**src/rtl/gpio_multibank_pkg.sv**
```systemverilog
package gpio_multibank_pkg;

    localparam int LANE_W = 32;

    // Word offset inside a bank window (address bits [4:2]); order is the map
    typedef enum logic [2:0] {
        F_ODRAIN = 3'd0,
        F_DATA   = 3'd1,
        F_DIR    = 3'd2,
        F_POL    = 3'd3,
        F_BOTH   = 3'd4,
        F_ENABLE = 3'd5,
        F_LEVEL  = 3'd6,
        F_STATUS = 3'd7
    } field_e;

    typedef struct packed {
        logic [LANE_W-1:0] odrain;
        logic [LANE_W-1:0] data;
        logic [LANE_W-1:0] dir;
        logic [LANE_W-1:0] pol;
        logic [LANE_W-1:0] both;
        logic [LANE_W-1:0] enable;
        logic [LANE_W-1:0] level;
        logic [LANE_W-1:0] status;
        logic [LANE_W-1:0] prev;
    } bank_state_t;

endpackage

```
**src/rtl/gpio_pin_sync.sv**
```systemverilog
module gpio_pin_sync #(
    parameter int W = 32
) (
    input  logic         clk,
    input  logic         rst_n,
    input  logic [W-1:0] async_in,
    output logic [W-1:0] sync_out
);
    typedef struct packed {
        logic [W-1:0] stage1;
        logic [W-1:0] stage2;
    } sync_t;

    sync_t sy_d, sy_q;

    always_comb begin
        sy_d        = sy_q;
        sy_d.stage1 = async_in;
        sy_d.stage2 = sy_q.stage1;
    end

    always_ff @(posedge clk) begin
        if (!rst_n) sy_q <= '0;
        else        sy_q <= sy_d;
    end

    assign sync_out = sy_q.stage2;
endmodule

```
**src/rtl/gpio_bank.sv**
```systemverilog
module gpio_bank
    import gpio_multibank_pkg::*;
#(
    parameter int WIDTH = 32
) (
    input  logic              clk,
    input  logic              rst_n,
    input  logic              wr_en,
    input  field_e            wr_field,
    input  logic [LANE_W-1:0] wr_data,
    input  field_e            rd_field,
    output logic [LANE_W-1:0] rd_data,
    input  logic [LANE_W-1:0] pin_in,
    output logic [LANE_W-1:0] pin_out,
    output logic [LANE_W-1:0] pin_oe,
    output logic              irq_req
);
    localparam logic [LANE_W-1:0] VALID = LANE_W'((64'd1 << WIDTH) - 64'd1);

    bank_state_t       st_d, st_q;
    logic [LANE_W-1:0] smp;
    logic [LANE_W-1:0] rise, fall, edge_hit, lvl_active, clr;

    gpio_pin_sync #(.W(LANE_W)) u_sync (
        .clk     (clk),
        .rst_n   (rst_n),
        .async_in(pin_in),
        .sync_out(smp)
    );

    always_comb begin
        rise       = smp & ~st_q.prev;
        fall       = ~smp & st_q.prev;
        edge_hit   = ((st_q.both & (rise | fall))
                    | (~st_q.both & st_q.pol & rise)
                    | (~st_q.both & ~st_q.pol & fall)) & ~st_q.level & VALID;
        lvl_active = ((st_q.pol & smp) | (~st_q.pol & ~smp)) & st_q.level & VALID;
        clr        = (wr_en && wr_field == F_STATUS) ? (wr_data & VALID) : '0;

        st_d = st_q;
        if (wr_en) begin
            case (wr_field)
                F_ODRAIN: st_d.odrain = wr_data & VALID;
                F_DATA:   st_d.data   = wr_data & VALID;
                F_DIR:    st_d.dir    = wr_data & VALID;
                F_POL:    st_d.pol    = wr_data & VALID;
                F_BOTH:   st_d.both   = wr_data & VALID;
                F_ENABLE: st_d.enable = wr_data & VALID;
                F_LEVEL:  st_d.level  = wr_data & VALID;
                default:  ;
            endcase
        end
        st_d.prev   = smp & VALID;
        st_d.status = (st_q.level & lvl_active)
                    | (~st_q.level & ((st_q.status & ~clr) | edge_hit));
    end

    always_ff @(posedge clk) begin
        if (!rst_n) st_q <= '0;
        else        st_q <= st_d;
    end

    always_comb begin
        case (rd_field)
            F_ODRAIN: rd_data = st_q.odrain;
            F_DATA:   rd_data = ((st_q.dir & smp) | (~st_q.dir & st_q.data)) & VALID;
            F_DIR:    rd_data = st_q.dir;
            F_POL:    rd_data = st_q.pol;
            F_BOTH:   rd_data = st_q.both;
            F_ENABLE: rd_data = st_q.enable;
            F_LEVEL:  rd_data = st_q.level;
            default:  rd_data = st_q.status;
        endcase
    end

    assign pin_oe  = ~st_q.dir & ~(st_q.odrain & st_q.data) & VALID;
    assign pin_out = st_q.data & ~st_q.odrain;
    assign irq_req = |(st_q.status & st_q.enable);

    // A detected edge is always recorded, even against a clearing write
    p_edge_sets_r8: assert property (@(posedge clk) disable iff (!rst_n)
        (st_q.status & $past(edge_hit)) == $past(edge_hit));

    // A clearing write with no fresh edge empties the bit
    p_w1c_clears_r8: assert property (@(posedge clk) disable iff (!rst_n)
        (st_q.status & $past(clr & ~st_q.level & ~edge_hit)) == '0);

    // Level-mode status tracks the active level of the previous cycle
    p_level_tracks_r9: assert property (@(posedge clk) disable iff (!rst_n)
        ((st_q.status ^ $past(lvl_active)) & $past(st_q.level)) == '0);

    // Push-pull pins show the value just written to the data register
    p_data_drives_r3: assert property (@(posedge clk) disable iff (!rst_n)
        $past(wr_en && wr_field == F_DATA) |->
            ((pin_out ^ $past(wr_data)) & ~st_q.odrain & VALID) == '0);
endmodule

```
**src/rtl/gpio_multibank.sv**
```systemverilog
module gpio_multibank
    import gpio_multibank_pkg::*;
#(
    parameter int                   NUM_BANKS   = 2,
    parameter logic [NUM_BANKS*8-1:0] BANK_WIDTHS = {8'd20, 8'd32},
    localparam int BANK_IDX_W = (NUM_BANKS > 1) ? $clog2(NUM_BANKS) : 1,
    localparam int ADDR_W     = BANK_IDX_W + 5,
    localparam int PIN_W      = NUM_BANKS * LANE_W
) (
    input  logic              clk,
    input  logic              rst_n,
    input  logic              reg_we,
    input  logic [ADDR_W-1:0] reg_addr,
    input  logic [31:0]       reg_wdata,
    output logic [31:0]       reg_rdata,
    input  logic [PIN_W-1:0]  pin_in,
    output logic [PIN_W-1:0]  pin_out,
    output logic [PIN_W-1:0]  pin_oe,
    output logic              irq
);
    logic [BANK_IDX_W-1:0] bank_sel;
    field_e                field;
    logic                  aligned;
    logic [31:0]           bank_rd [NUM_BANKS];
    logic [NUM_BANKS-1:0]  bank_irq;

    assign bank_sel = reg_addr[ADDR_W-1:5];
    assign field    = field_e'(reg_addr[4:2]);
    assign aligned  = (reg_addr[1:0] == 2'b00);

    for (genvar b = 0; b < NUM_BANKS; b++) begin : g_bank
        localparam int BW = int'(BANK_WIDTHS[b*8 +: 8]);
        logic hit;
        assign hit = aligned && (bank_sel == BANK_IDX_W'(b));

        gpio_bank #(.WIDTH(BW)) u_bank (
            .clk     (clk),
            .rst_n   (rst_n),
            .wr_en   (reg_we && hit),
            .wr_field(field),
            .wr_data (reg_wdata),
            .rd_field(field),
            .rd_data (bank_rd[b]),
            .pin_in  (pin_in[b*LANE_W +: LANE_W]),
            .pin_out (pin_out[b*LANE_W +: LANE_W]),
            .pin_oe  (pin_oe[b*LANE_W +: LANE_W]),
            .irq_req (bank_irq[b])
        );
    end

    always_comb begin
        reg_rdata = '0;
        for (int b = 0; b < NUM_BANKS; b++) begin
            if (aligned && bank_sel == BANK_IDX_W'(b)) reg_rdata = bank_rd[b];
        end
    end

    assign irq = |bank_irq;
endmodule

```
**config.mk**
```make
export PLATFORM = sky130hd
export DESIGN_NAME = gpio_multibank
export DESIGN_NICKNAME = d
export VERILOG_FILES = /design/src/rtl/gpio_multibank_pkg.sv /design/src/rtl/gpio_pin_sync.sv /design/src/rtl/gpio_bank.sv /design/src/rtl/gpio_multibank.sv
export SDC_FILE = /design/constraint.sdc
export NUM_CORES = 1
export LEC_CHECK = 0
export BUFFER_PORTS_ARGS = -buffer_cell sky130_fd_sc_hd__buf_4
export CELL_PAD_IN_SITES_DETAIL_PLACEMENT = 0
export CELL_PAD_IN_SITES_GLOBAL_PLACEMENT = 1
export CORE_ASPECT_RATIO = 1.75
export CORE_MARGIN = 5
export CORE_UTILIZATION = 47
export CTS_BUF_LIST = sky130_fd_sc_hd__clkbuf_8
export CTS_CLUSTER_SIZE = 40
export DETAILED_ROUTE_END_ITERATION = 16
export MAX_ROUTING_LAYER = met4
export PLACE_DENSITY = 0.93
export SLEW_MARGIN = 10
export SYNTH_ARGS = -nofsm -noshare
export SYNTH_HDL_FRONTEND = slang
export SYNTH_HIERARCHICAL = 1
export SYNTH_SLANG_ARGS = --single-unit
```
**constraint.sdc**
```tcl
create_clock -name clk -period 2.4 [get_ports clk]
set_input_delay 0.36 -clock clk [delete_from_list [all_inputs] [get_ports clk]]
set_output_delay 0.36 -clock clk [all_outputs]
set_load 0.02 [all_outputs]
```
Word-level counts from Yosys, hierarchy flattened

Cells that the tools add are included.
Widths: inputs -> output; s select.

Bits of input ports: 105
Logic and storage cells: 131
Bits in registers: 584

Bitwise operators: 73
Reduce and logical (&&, ||, !) cells: 23
Eq/ne operators: 7
Muxes and demuxes: 6

Operator list:

| kind               | number |
|---|---|
| $and 32x32->32     | 22 |
| $pmux 32 s7        | 2 |
| $and 20x20->20     | 16 |
| $not 32->32        | 10 |
| $or 32x32->32      | 8 |
| $not 20->20        | 6 |
| $or 20x20->20      | 5 |
| $mux 32            | 3 |
| $not 20->32        | 2 |
| $reduce_or 64->1   | 1 |
| $and 20x32->32     | 1 |
| $and 32x20->32     | 1 |
| $or 32x20->32      | 1 |
| $reduce_and 2->1   | 14 |
| $mux 20            | 1 |
| $eq 3x3->1 const B | 4 |
| $eq 3x2->1 const B | 2 |
| $logic_and 1x1->1  | 6 |
| $eq 3x1->1 const B | 1 |
| $logic_not 3->1    | 1 |
| $logic_not 2->1    | 1 |
| $not 1->1          | 1 |

Longest topological paths before layout

Gate-level depths: netlist (run 1).

Depth in word-level cells: 10
Mapped depth: 9

By module

The synthesis (run 1) kept the hierarchy.

By module, submodules not included:

| module                       | cells an instance | instances | area an instance (µm²) | sequential area each (µm²) |
|---|---|---|---|---|
| gpio_bank (g_bank[0].u_bank) | 1909              | 1         | 15371.0                | 5765.5 |
| gpio_bank (g_bank[1].u_bank) | 1250              | 1         | 10132.2                | 3603.5 |
| gpio_pin_sync                | 134               | 2         | 1791.7                 | 1281.2 |
| gpio_multibank               | 76                | 1         | 575.6                  | 0.0 |

Worst setup path after synthesis (run 1)

No wires, ideal clock.

Kind: input to register
Start point: input port reg_addr[1]
End point: register g_bank[0].u_bank/st_q[53] (netlist bit)
Setup time: 0.122 ns
Cell stages on the path: 8
Path buffers: 2
Data required time: 2.278 ns
Arrival: 2.084 ns
Slack: 0.195 ns
Cell sequence: or2_1 > buf_6 > nor3b_1 > nand2_1 > nor2_1 > buf_2 > a21boi_0 > o311a_1

Cells in the longest elaborated chain, start to end: 10

RTL lines:

| item                 | line                 | text |
|---|---|---|
| start, declared      | gpio_multibank.sv:13 | `input logic [ADDR_W-1:0] reg_addr,` |
| $logic_not 2->1      | gpio_multibank.sv:29 | `assign aligned = (reg_addr[1:0] == 2'b00);` |
| $logic_and 1x1->1    | gpio_multibank.sv:34 | `assign hit = aligned && (bank_sel == BANK_IDX_W'(b));` |
| $logic_and 1x1->1    | gpio_multibank.sv:39 | `.wr_en (reg_we && hit),` |
| $logic_and 1x1->1    | gpio_bank.sv:38      | `clr = (wr_en && wr_field == F_STATUS) ? (wr_data & VALID) : '0;` |
| $mux 32              | gpio_bank.sv:38      |  |
| $not 32->32          | gpio_bank.sv:55      | `\| (~st_q.level & ((st_q.status & ~clr) \| edge_hit));` |
| $and 32x32->32       | gpio_bank.sv:55      |  |
| $or 32x32->32        | gpio_bank.sv:55      |  |
| $and 32x32->32       | gpio_bank.sv:55      |  |
| $or 32x32->32        | gpio_bank.sv:55      |  |
| end signal, assigned | gpio_bank.sv:60      | `else st_q <= st_d;` |
| end, declared        | gpio_bank.sv:20      | `bank_state_t st_d, st_q;` |

No other way between the ends.
A chain may end at the register's enable or synchronous reset.

Final worst setup path (run 1)

Start point: register g_bank[0].u_bank/st_q[58] (netlist bit)
End point: output port irq

Cells in the longest elaborated chain, start to end: 2

RTL lines:

| item             | line                 | text |
|---|---|---|
| $and 32x32->32   | gpio_bank.sv:78      | `assign irq_req = \|(st_q.status & st_q.enable);` |
| $reduce_or 64->1 | gpio_multibank.sv:58 | `assign irq = \|bank_irq;` |
| end, declared    | gpio_multibank.sv:19 | `output logic irq` |

No other way between the ends.

==> run metrics, run 1 <==
Slew Limit Fails 0; Top Ports 266; Area Overhead vs Synth 25.12%; CTS buffer count 87; largest net degree at the start of global routing 101; pwr dens 559.2 nW/um^2; worst setup path endpoint irq; critical path type flip-flop to output port; vias in the first global route 26450; 1st-pass router iterations 6; Comb power frac 9.9%; worst vdd ir 0.6722 mV; Longest Clk Path Bufs 3; worst setup margin -0.4566 ns; Critical Path End Type output port; Initial DRC Count 2157; antenna-violating nets left 0; RR Startpoint g_bank[1].u_bank/u_sync/sync_out[0]; Die Wd 197.8 um; crit path launch type flip-flop; Leak 14.38 nW; Core Region 61260 um^2; Bufs and invs on worst path 1; H-tree Lvls 3; Net count, final 4061; Tot Pwr 20.29 mW; Worst EP required 2.04 ns; CP max FO 3; Detail Placement HPWL 74.13 mm; synthesized instance count 3454; Syn Std Cell Area 29000 um^2; die height 338.6 um; final setup vio count 31; Post-Route WL 105.9 mm; root buffer cell clkbuf_8; Max stage delay on crit path 0.48 ns; number of cells on the critical path 5; Psw 5.223 mW; Min-Delay Path Class input port to flip-flop; worst r2r path cells 7; crit-path cells a22oi_1, nand4_1, or4_4, or2_4, buf_6; Multi-input gate area 16360 um^2; Fill cells 5449; violated checks negative setup slack; share of cells above drive strength 1 25.33%; commonest non-fill, non-tap cell in the layout nand2_1; Worst Path Arrival 2.50 ns; Avg Cell Area, Syn 8.395 um^2; DR WL/cell 22.49 um; IO Port Bufs 229; register area 11620 um^2; Slew @ Worst Pin 0.6740 ns; clk_lat worst skew 0.72 ns; Critical path origin g_bank[0].u_bank/st_q[58]; placed insts 4417; Reg2Reg Capture Point g_bank[1].u_bank/st_q[32]; CTS tree done; Critical-path top delay cell or4_4; Internal Power 15.07 mW; final worst path period need 2.857 ns; die area 66960 um^2; clock sink count 572; RSZ-0062 raised after global routing true; Sw Ratio 25.74%; Max Cap Violations 0; first-pass GRT wire length 157.2 mm; Finished Layout Cells 4706; GRT Util Overall 31.24%; number of core rows 120; Slew Limit Headroom 54.98%; Worst Skew 0.03479 ns; Clock power frac 41.7%; critical path's top delay family simple AND/OR/NAND/NOR gates; Final Hold Vio Count 0; CTS clk-pin slew, worst paths 0.06 ns; grt ovf 0; final core occ 59.23%; Tcrit/Tclk final 119.0%; sequential power share 48.4%; Initial Utilization 47.33%; Fmax achieved 350.1 MHz; vias post-DR 26760; commonest non-fill, non-tap cells in the layout nand2_1 (836), dfxtp_1 (472), buf_4 (438); final routed DRC violation total 0; GP Congestion 0.9618; initial antenna violation count 1; setup slack, reg-to-reg 0.67 ns; status finished with violations; DR vias/cell 5.687; YS warnings 6
power groups by stage:
stage / clock (mW) / combinational [mW] / sequential, mW
3_3_place_gp: 0 / 1.73 / 10.0
5_1_grt: 9.02 / 2.12 / 9.83
3_5_place_dp: 0 / 1.74 / 10.1
2_1_floorplan: 0 / 1.09 / 9.96
4_1_cts: 8.61 / 1.93 / 9.83
6_report: 8.46 / 2.00 / 9.83
how the worst min path moves through the flow:
stage,startpoint,end,cells past startpoint,slack (ns)
finish,rst_n,g_bank[0].u_bank/st_q[92],2,0.11
global placement,g_bank[0].u_bank/u_sync/sy_d[27],g_bank[0].u_bank/u_sync/sync_out[27],1,0.43
global route,rst_n,g_bank[0].u_bank/st_q[221],2,0.10
CTS,rst_n,g_bank[0].u_bank/st_q[34],2,0.07
detailed placement,g_bank[0].u_bank/u_sync/sy_d[22],g_bank[0].u_bank/u_sync/sync_out[22],1,0.43
floorplan,g_bank[0].u_bank/u_sync/sy_d[0],g_bank[0].u_bank/u_sync/sync_out[0],1,0.43
per-stage QoR:
| stage | hold WS, ns | worst slack, ns | instance area (um^2) | setup TNS [ns] |
|---|---|---|---|---|
| final | 0.1054 | -0.4566 | 36280 | -5.949 |
| after global routing | 0.1048 | -0.5004 | 36280 | -8.788 |
| after CTS | 0.06609 | -0.5450 | 35940 | -6.936 |
| after detailed placement | 0.4314 | -0.1350 | 32380 | -1.880 |
| after global placement | 0.4277 | -0.1587 | 32380 | -1.853 |
| after floorplan | 0.4263 | 0.1946 | 29130 | 0 |
metal layers:
layer,wire length [um],up-vias,global-route usage [%]
met3,7180,409,5.469
li1,-,12470,-
met4,9089,0,22.25
met5,0,-,-
met2,51900,1213,52.01
met1,37680,12670,33.12
final cells by class:
type / instances / share of cell area [%]
well taps: 793 / 2.735
clock inverters: 36 / 0.6449
clock buffers: 113 / 4.287
multi-input cells: 2500 / 45.10
repair buffers: 575 / 14.00
diodes: 1 / 0.006897
inverters: 116 / 1.200
flip-flops and latches: 572 / 32.03
state kept, by name, indices dropped and copies added, names as in the netlist:
name / count
g_bank.u_bank/u_sync/sy_d: 52
g_bank.u_bank/st_q: 468
g_bank.u_bank/u_sync/sync_out: 52
worst reg2reg max path: cells and delay by family (launching register included):
kind	cells	cell delay, ns
AO/OA/AOI/OAI	3	0.61
adder cells (fa/ha/maj)	1	0.16
buffers and inverters	2	0.25
flip-flops	1	0.50
AND/OR/NAND/NOR	1	0.12
timing repair:
action,4_1_cts,5_1_grt
pin swaps,58,43
buffers inserted,46,10
gates cloned,0,1
endpoints found under the setup margin,33,33
hold buffers,84,0
endpoints found under the hold margin,307,0
resized for setup,204,60
Power figures use the tool's default switching activity.
==> inputs of run 2 (changes only) <==
--- a/config.mk
+++ b/config.mk
@@ -9,13 +9,14 @@
 export CELL_PAD_IN_SITES_DETAIL_PLACEMENT = 0
 export CELL_PAD_IN_SITES_GLOBAL_PLACEMENT = 1
 export CORE_ASPECT_RATIO = 1.75
-export CORE_MARGIN = 5
+export CORE_MARGIN = 1.5
 export CORE_UTILIZATION = 47
 export CTS_BUF_LIST = sky130_fd_sc_hd__clkbuf_8
 export CTS_CLUSTER_SIZE = 40
 export DETAILED_ROUTE_END_ITERATION = 16
 export MAX_ROUTING_LAYER = met4
 export PLACE_DENSITY = 0.93
+export REMOVE_ABC_BUFFERS = 1
 export SLEW_MARGIN = 10
 export SYNTH_ARGS = -nofsm -noshare
 export SYNTH_HDL_FRONTEND = slang
==> run 2 against run 1 <==
Clock skew shrank 0.011 ns. Global-route usage fell by 0.66 points. Largest power group unchanged. Worst setup slack worse by 0.086 ns. The flow still finishes with violations (negative setup slack). Total power is 0.84% lower. Cell count fell by 0.64%. Clock power decreased by 0.9%.
==> run metrics, run 2 (synthesis results as in run 1) <==
status finished with violations; violated checks negative setup slack; commonest non-fill, non-tap cells in the layout nand2_1 (836), dfxtp_1 (483), buf_4 (400); final core occ 58.96% (-0.26 points); RSZ-0062 raised after global routing true; number of core rows 120 (unchanged); Critical-path top delay cell or4_4; antenna-violating nets left 0 (unchanged); sequential power share 48.7% (+0.3 points); WHS 0.02301 ns (-0.08236 ns); Sw Ratio 25.39% (-0.35 points); critical path type flip-flop to output port; CTS buffer count 85 (-2.3%); DR vias/cell 5.608 (-1.4%); Fill cells 5362 (-1.6%); Finished Layout Cells 4676 (-0.64%); Multi-input gate area 16330 um^2 (-0.18%); H-tree Lvls 3 (unchanged); Worst Skew 0.02413 ns (-0.01067 ns); GP Congestion 0.9412 (-2.1%); worst setup margin -0.5426 ns (-0.08598 ns); CTS tree done; die height 331.6 um (-2.1%); Worst EP required 2.04 ns (about the same); initial antenna violation count 1 (unchanged); pwr dens 558.4 nW/um^2 (-0.15%); Setup TNS -4.773 ns (+1.175 ns); Slew @ Worst Pin 0.8467 ns (+0.1727 ns); CP max FO 2 (-1); Comb power frac 9.6% (-0.3 points); placed insts 4417 (unchanged); vias post-DR 26220 (-2.0%); clk_lat worst skew 0.71 ns (about the same); crit-path cells a22oi_2, buf_4, nand4_1, or4_4, or2_4, buf_6; Max stage delay on crit path 0.59 ns (+0.11 ns); Worst Path Arrival 2.58 ns (+0.08 ns); Tot Pwr 20.12 mW (-0.84%); Core Region 61110 um^2 (-0.25%); DR WL/cell 20.47 um (-9.0%); CTS clk-pin slew, worst paths 0.06 ns (about the same); grt ovf 0 (unchanged); vias in the first global route 25620 (-3.1%); Tcrit/Tclk final 122.6% (+3.6 points); Initial Utilization 47.45% (+0.12 points); Detail Placement HPWL 64.73 mm (-13%); final worst path period need 2.943 ns (+0.08598 ns); 1st-pass router iterations 5 (-1); Internal Power 15.01 mW (-0.37%); share of cells above drive strength 1 24.99% (-0.34 points); GRT Util Overall 30.58% (-0.66 points); Longest Clk Path Bufs 3 (unchanged); Leak 14.27 nW (-0.79%); Psw 5.109 mW (-2.2%); Fmax achieved 339.8 MHz (-2.9%); worst vdd ir 0.4220 mV (-37%); Critical Path End Type output port; crit path launch type flip-flop; clock sink count 572 (unchanged); Slew Limit Fails 0 (unchanged); Area Overhead vs Synth 24.26%; Top Ports 266 (unchanged); Initial DRC Count 1849 (-14%); Max Cap Violations 0 (unchanged); root buffer cell clkbuf_8; register area 11580 um^2 (-0.33%); Slew Limit Headroom 43.49% (-11 points); Final Hold Vio Count 0 (unchanged); max FFs per register 468 (unchanged); Post-Route WL 95.73 mm (-9.6%); Min-Delay Path Class input port to flip-flop; final setup vio count 29 (-6.5%); largest net degree at the start of global routing 95 (-5.9%); Die Wd 190.8 um (-3.5%); Clock power frac 41.6% (about the same); Biggest register g_bank.u_bank/st_q; critical path's top delay family simple AND/OR/NAND/NOR gates; Net count, final 4024 (-0.91%); IO Port Bufs 229 (unchanged); die area 63250 um^2 (-5.5%); Bufs and invs on worst path 2 (+1); first-pass GRT wire length 145.4 mm (-7.5%); commonest non-fill, non-tap cell in the layout nand2_1; final routed DRC violation total 0 (unchanged)
==> run 2: area by class of cell <==
class | instances | share of cell area [%]
Antenna cell | 2 | 0.01389
Clock buffer | 112 | 4.278
Clock inverter | 41 | 0.6945
Inverter | 116 | 1.208
Multi-Input combinational cell | 2500 | 45.33
Sequential cell | 572 | 32.15
Tap cell | 793 | 2.754
Timing Repair Buffer | 540 | 13.58
==> run 2: power groups by stage <==
stage / logic, mW / registers, mW / clock network (mW)
after global routing: 2.05 / 9.81 / 8.93
final: 1.94 / 9.80 / 8.38
after detailed placement: 1.73 / 10.0 / 0
after global placement: 1.71 / 10.0 / 0
after CTS: 1.89 / 9.80 / 8.51
after floorplan: 0.706 / 9.96 / 0
==> run 2: per-layer routing <==
metal  vias to the layer above  routed length [um]  track usage (%)
met4                         0                5516            17.66
met5                         -                   0                -
met2                       960               47660            51.67
met1                     12570               36940            33.87
li1                      12380                   -                -
met3                       315                5612            4.550
==> run 2: timing repair <==
item                                    in CTS  in global routing
endpoints found under the setup margin      33                 33
endpoints found under the hold margin      142                  0
pin swaps                                   51                 32
gates resized for setup                    190                 64
buffers inserted                            33                  3
hold buffers                                68                  0
==> run 2: worst paths after layout <==
check | end | startpoint | cells past startpoint | slack [ns]
min | g_bank[1].u_bank/st_q[64] | reg_wdata[0] | 3 | 0.02
min reg2reg | g_bank[1].u_bank/u_sync/sync_out[11] | g_bank[1].u_bank/u_sync/sy_d[11] | 1 | 0.44
max reg2reg | g_bank[1].u_bank/st_q[38] | g_bank[1].u_bank/u_sync/sync_out[6] | 6 | 0.77
max | irq | g_bank[0].u_bank/st_q[107] | 6 | -0.54
==> run 2: through the flow <==
step                area, um^2  setup slack (ns)
floorplan                27600           -0.6482
global placement         32480           -0.2510
detailed placement       32480           -0.2335
CTS                      35790           -0.5192
global route             36030           -0.5659
finish                   36030           -0.5426
==> run 2: worst min-delay path: stages <==
cell and delay [ns]:
buf_4 0.19, nand2_1 0.08, a21boi_1 0.05
==> inputs of run 3 (changes only) <==
--- a/config.mk
+++ b/config.mk
@@ -17,8 +17,6 @@
 export MAX_ROUTING_LAYER = met4
 export PLACE_DENSITY = 0.93
 export REMOVE_ABC_BUFFERS = 1
-export SLEW_MARGIN = 10
 export SYNTH_ARGS = -nofsm -noshare
 export SYNTH_HDL_FRONTEND = slang
-export SYNTH_HIERARCHICAL = 1
 export SYNTH_SLANG_ARGS = --single-unit
==> run 3 against run 2 <==
The run still ends with negative setup slack left. Clock power is 1% higher. Design area fell by 2.9%. Via count decreased by 2.3%. Largest cell class unchanged.
==> run metrics, run 3 <==
largest area contributor in the netlist dfxtp_1; Initial DRC Count 1909 (+3.2%); worst setup margin -0.5098 ns (+0.03275 ns); final worst path period need 2.910 ns (-0.03275 ns); Seq/Total Area, Yosys 40.76%; Core Region 59200 um^2 (-3.1%); clk_lat worst skew 0.71 ns (about the same); worst vdd ir 0.3804 mV (-9.8%); Internal Power 14.98 mW (-0.19%); Hold Crit Start reg_wdata[13]; Tcrit/Tclk final 121.2% (-1.4 points); antenna-violating nets left 0 (unchanged); Final Cell Area 34970 um^2 (-2.9%); RR Startpoint g_bank[0].u_bank.u_sync.sync_out[12]; CTS tree done; violated checks negative setup slack; IO Port Bufs 229 (unchanged); Worst EP required 2.04 ns (about the same); die height 326.4 um (-1.6%); Biggest register g_bank.u_bank.st_q; Setup TNS -4.372 ns (+0.4013 ns); largest net degree at the start of global routing 106 (+12%); placed cell area 31800 um^2 (-2.1%); Critical Path End Type output port; max FFs per register 468 (unchanged); Post-Route WL 93.97 mm (-1.8%); commonest non-fill, non-tap cells in the layout nand2_1 (844), dfxtp_1 (518), buf_4 (359); synthesized instance count 3358 (-2.8%); sequential power share 49.0% (+0.3 points); Final Hold Vio Count 0 (unchanged); Post-synth top cells nand2_1 (846), dfxtp_1 (572), a21boi_0 (261); Longest Clk Path Bufs 3 (unchanged); GP Congestion 0.9304 (-1.1%); Worst Path Arrival 2.55 ns (-0.03 ns); Net count, final 3918 (-2.6%); Area contributors post-synth dfxtp_1 (41%), nand2_1 (11%), a21boi_0 (7.0%); first-pass GRT wire length 143.9 mm (-1.0%); Psw 5.035 mW (-1.4%); Sw Ratio 25.15% (-0.24 points); Tot Pwr 20.02 mW (-0.51%); commonest non-fill, non-tap cell in the layout nand2_1; RSZ-0062 raised after global routing true; Slew Limit Fails 0 (unchanged); Die Wd 187.8 um (-1.5%); Initial Utilization 47.45% (about the same); die area 61310 um^2 (-3.1%); H-tree Lvls 3 (unchanged); Critical path origin g_bank[0].u_bank.st_q[99]; #FFs+latches synth 572; Worst Skew 0.01772 ns (-0.006407 ns); Avg Cell Area, Syn 8.366 um^2 (-0.35%); number of core rows 118 (-1.7%); Post-synth EDFFs 0; Leak 13.84 nW (-3.0%); critical path type flip-flop to output port; root buffer cell clkbuf_8; clock sink count 572 (unchanged); Distinct cells, synth 54; post-synth top area share 40.76%; final core occ 59.07% (+0.11 points); Clock power frac 42.4% (+0.8 points); share of cells above drive strength 1 19.98% (-5.0 points); CTS buffer count 86 (+1.2%); Fmax achieved 343.7 MHz (+1.1%); Detail Placement HPWL 63.34 mm (-2.1%); crit path launch type flip-flop; Max Cap Violations 0 (unchanged); Finished Layout Cells 4555 (-2.6%); CTS clk-pin slew, worst paths 0.06 ns (about the same); grt ovf 0 (unchanged); Area Overhead vs Synth 24.48%; GRT Util Overall 31.08% (+0.50 points); YS warnings 0 (-6); DR vias/cell 5.626 (+0.32%); vias in the first global route 24940 (-2.7%); DR WL/cell 20.63 um (+0.78%); Comb power frac 8.7% (-0.9 points); vias post-DR 25630 (-2.3%); Syn Std Cell Area 28090 um^2 (-3.1%); pwr dens 572.4 nW/um^2 (+2.5%); final routed DRC violation total 0 (unchanged); status finished with violations; Min-Delay Path Class input port to flip-flop; initial antenna violation count 1 (unchanged); 1st-pass router iterations 5 (unchanged); main flop type after synthesis dfxtp_1; Top Ports 266 (unchanged); final setup vio count 24 (-17%); placed insts 4325 (-2.1%); dominant cell by count in the synthesized netlist nand2_1; Synth async-reset ratio 0%; CP max FO 3 (+1)
run 3: area by class of cell:
class	instances	area, um^2
clock inverter	39	249.0
tap	780	975.9
clock buffer	114	1569
multi-input combinational	2437	15560
timing repair buffer	503	4667
fill	5208	24230
inverter	109	409.1
antenna	1	2.502
sequential	572	11530
run 3: critical path, stage by stage, from the launching register on:
cell      delay, ns
dfxtp_1        0.34
a22o_1         0.25
a221oi_4       0.30
nand4_1        0.24
or4_4          0.56
buf_6          0.15
run 3: repair_timing:
action / in CTS / in global routing
endpoints found under the hold margin: 136 / 0
setup endpoints to repair: 29 / 31
hold buffers: 65 / 0
gates resized for setup: 169 / 48
pin swaps: 26 / 23
buffers inserted: 14 / 3
run 3: worst paths after layout:
kind / end / slack, ns / depth (start not counted)
setup / recovery: irq / -0.51 / 5
hold / removal: g_bank[0].u_bank.st_q[269] / 0.02 / 3
setup reg to reg: g_bank[0].u_bank.st_q[44] / 0.77 / 6
hold reg to reg: g_bank[0].u_bank.u_sync.sync_out[28] / 0.43 / 1
run 3: routing by layer:
metal | track usage (%) | wire [um]
met1 | 35.77 | 37110
met2 | 51.72 | 45700
met3 | 4.405 | 5891
met4 | 17.67 | 5269
met5 | - | 0
run 3: power groups by stage:
| stage | clock network [mW] | registers, mW | logic (mW) |
|---|---|---|---|
| after floorplan | 0 | 9.96 | 0.617 |
| after global placement | 0 | 10.0 | 1.55 |
| after detailed placement | 0 | 10.0 | 1.57 |
| after CTS | 8.60 | 9.80 | 1.70 |
| after global routing | 9.01 | 9.82 | 1.85 |
| final | 8.48 | 9.81 | 1.73 |
run 3: cells by family after synthesis:
family | after synthesis | share of synthesized area, %
buffers and inverters | 372 | 5.790
AO/OA/AOI/OAI | 937 | 23.05
multiplexers | 119 | 5.131
AND/OR/NAND/NOR | 1201 | 19.00
XOR/XNOR | 52 | 1.621
flip-flops | 572 | 40.76
adder cells (fa/ha/maj) | 104 | 4.632
other | 1 | 0.01335
run 3: stage by stage:
| step | hold WS, ns | worst slack [ns] |
|---|---|---|
| 2_1_floorplan | 0.4118 | -0.03809 |
| 3_5_place_dp | 0.4177 | -0.2586 |
| 6_report | 0.01629 | -0.5098 |
| 4_1_cts | 0.0004664 | -0.5673 |
| 3_3_place_gp | 0.4137 | -0.2844 |
| 5_1_grt | 0.02160 | -0.5643 |
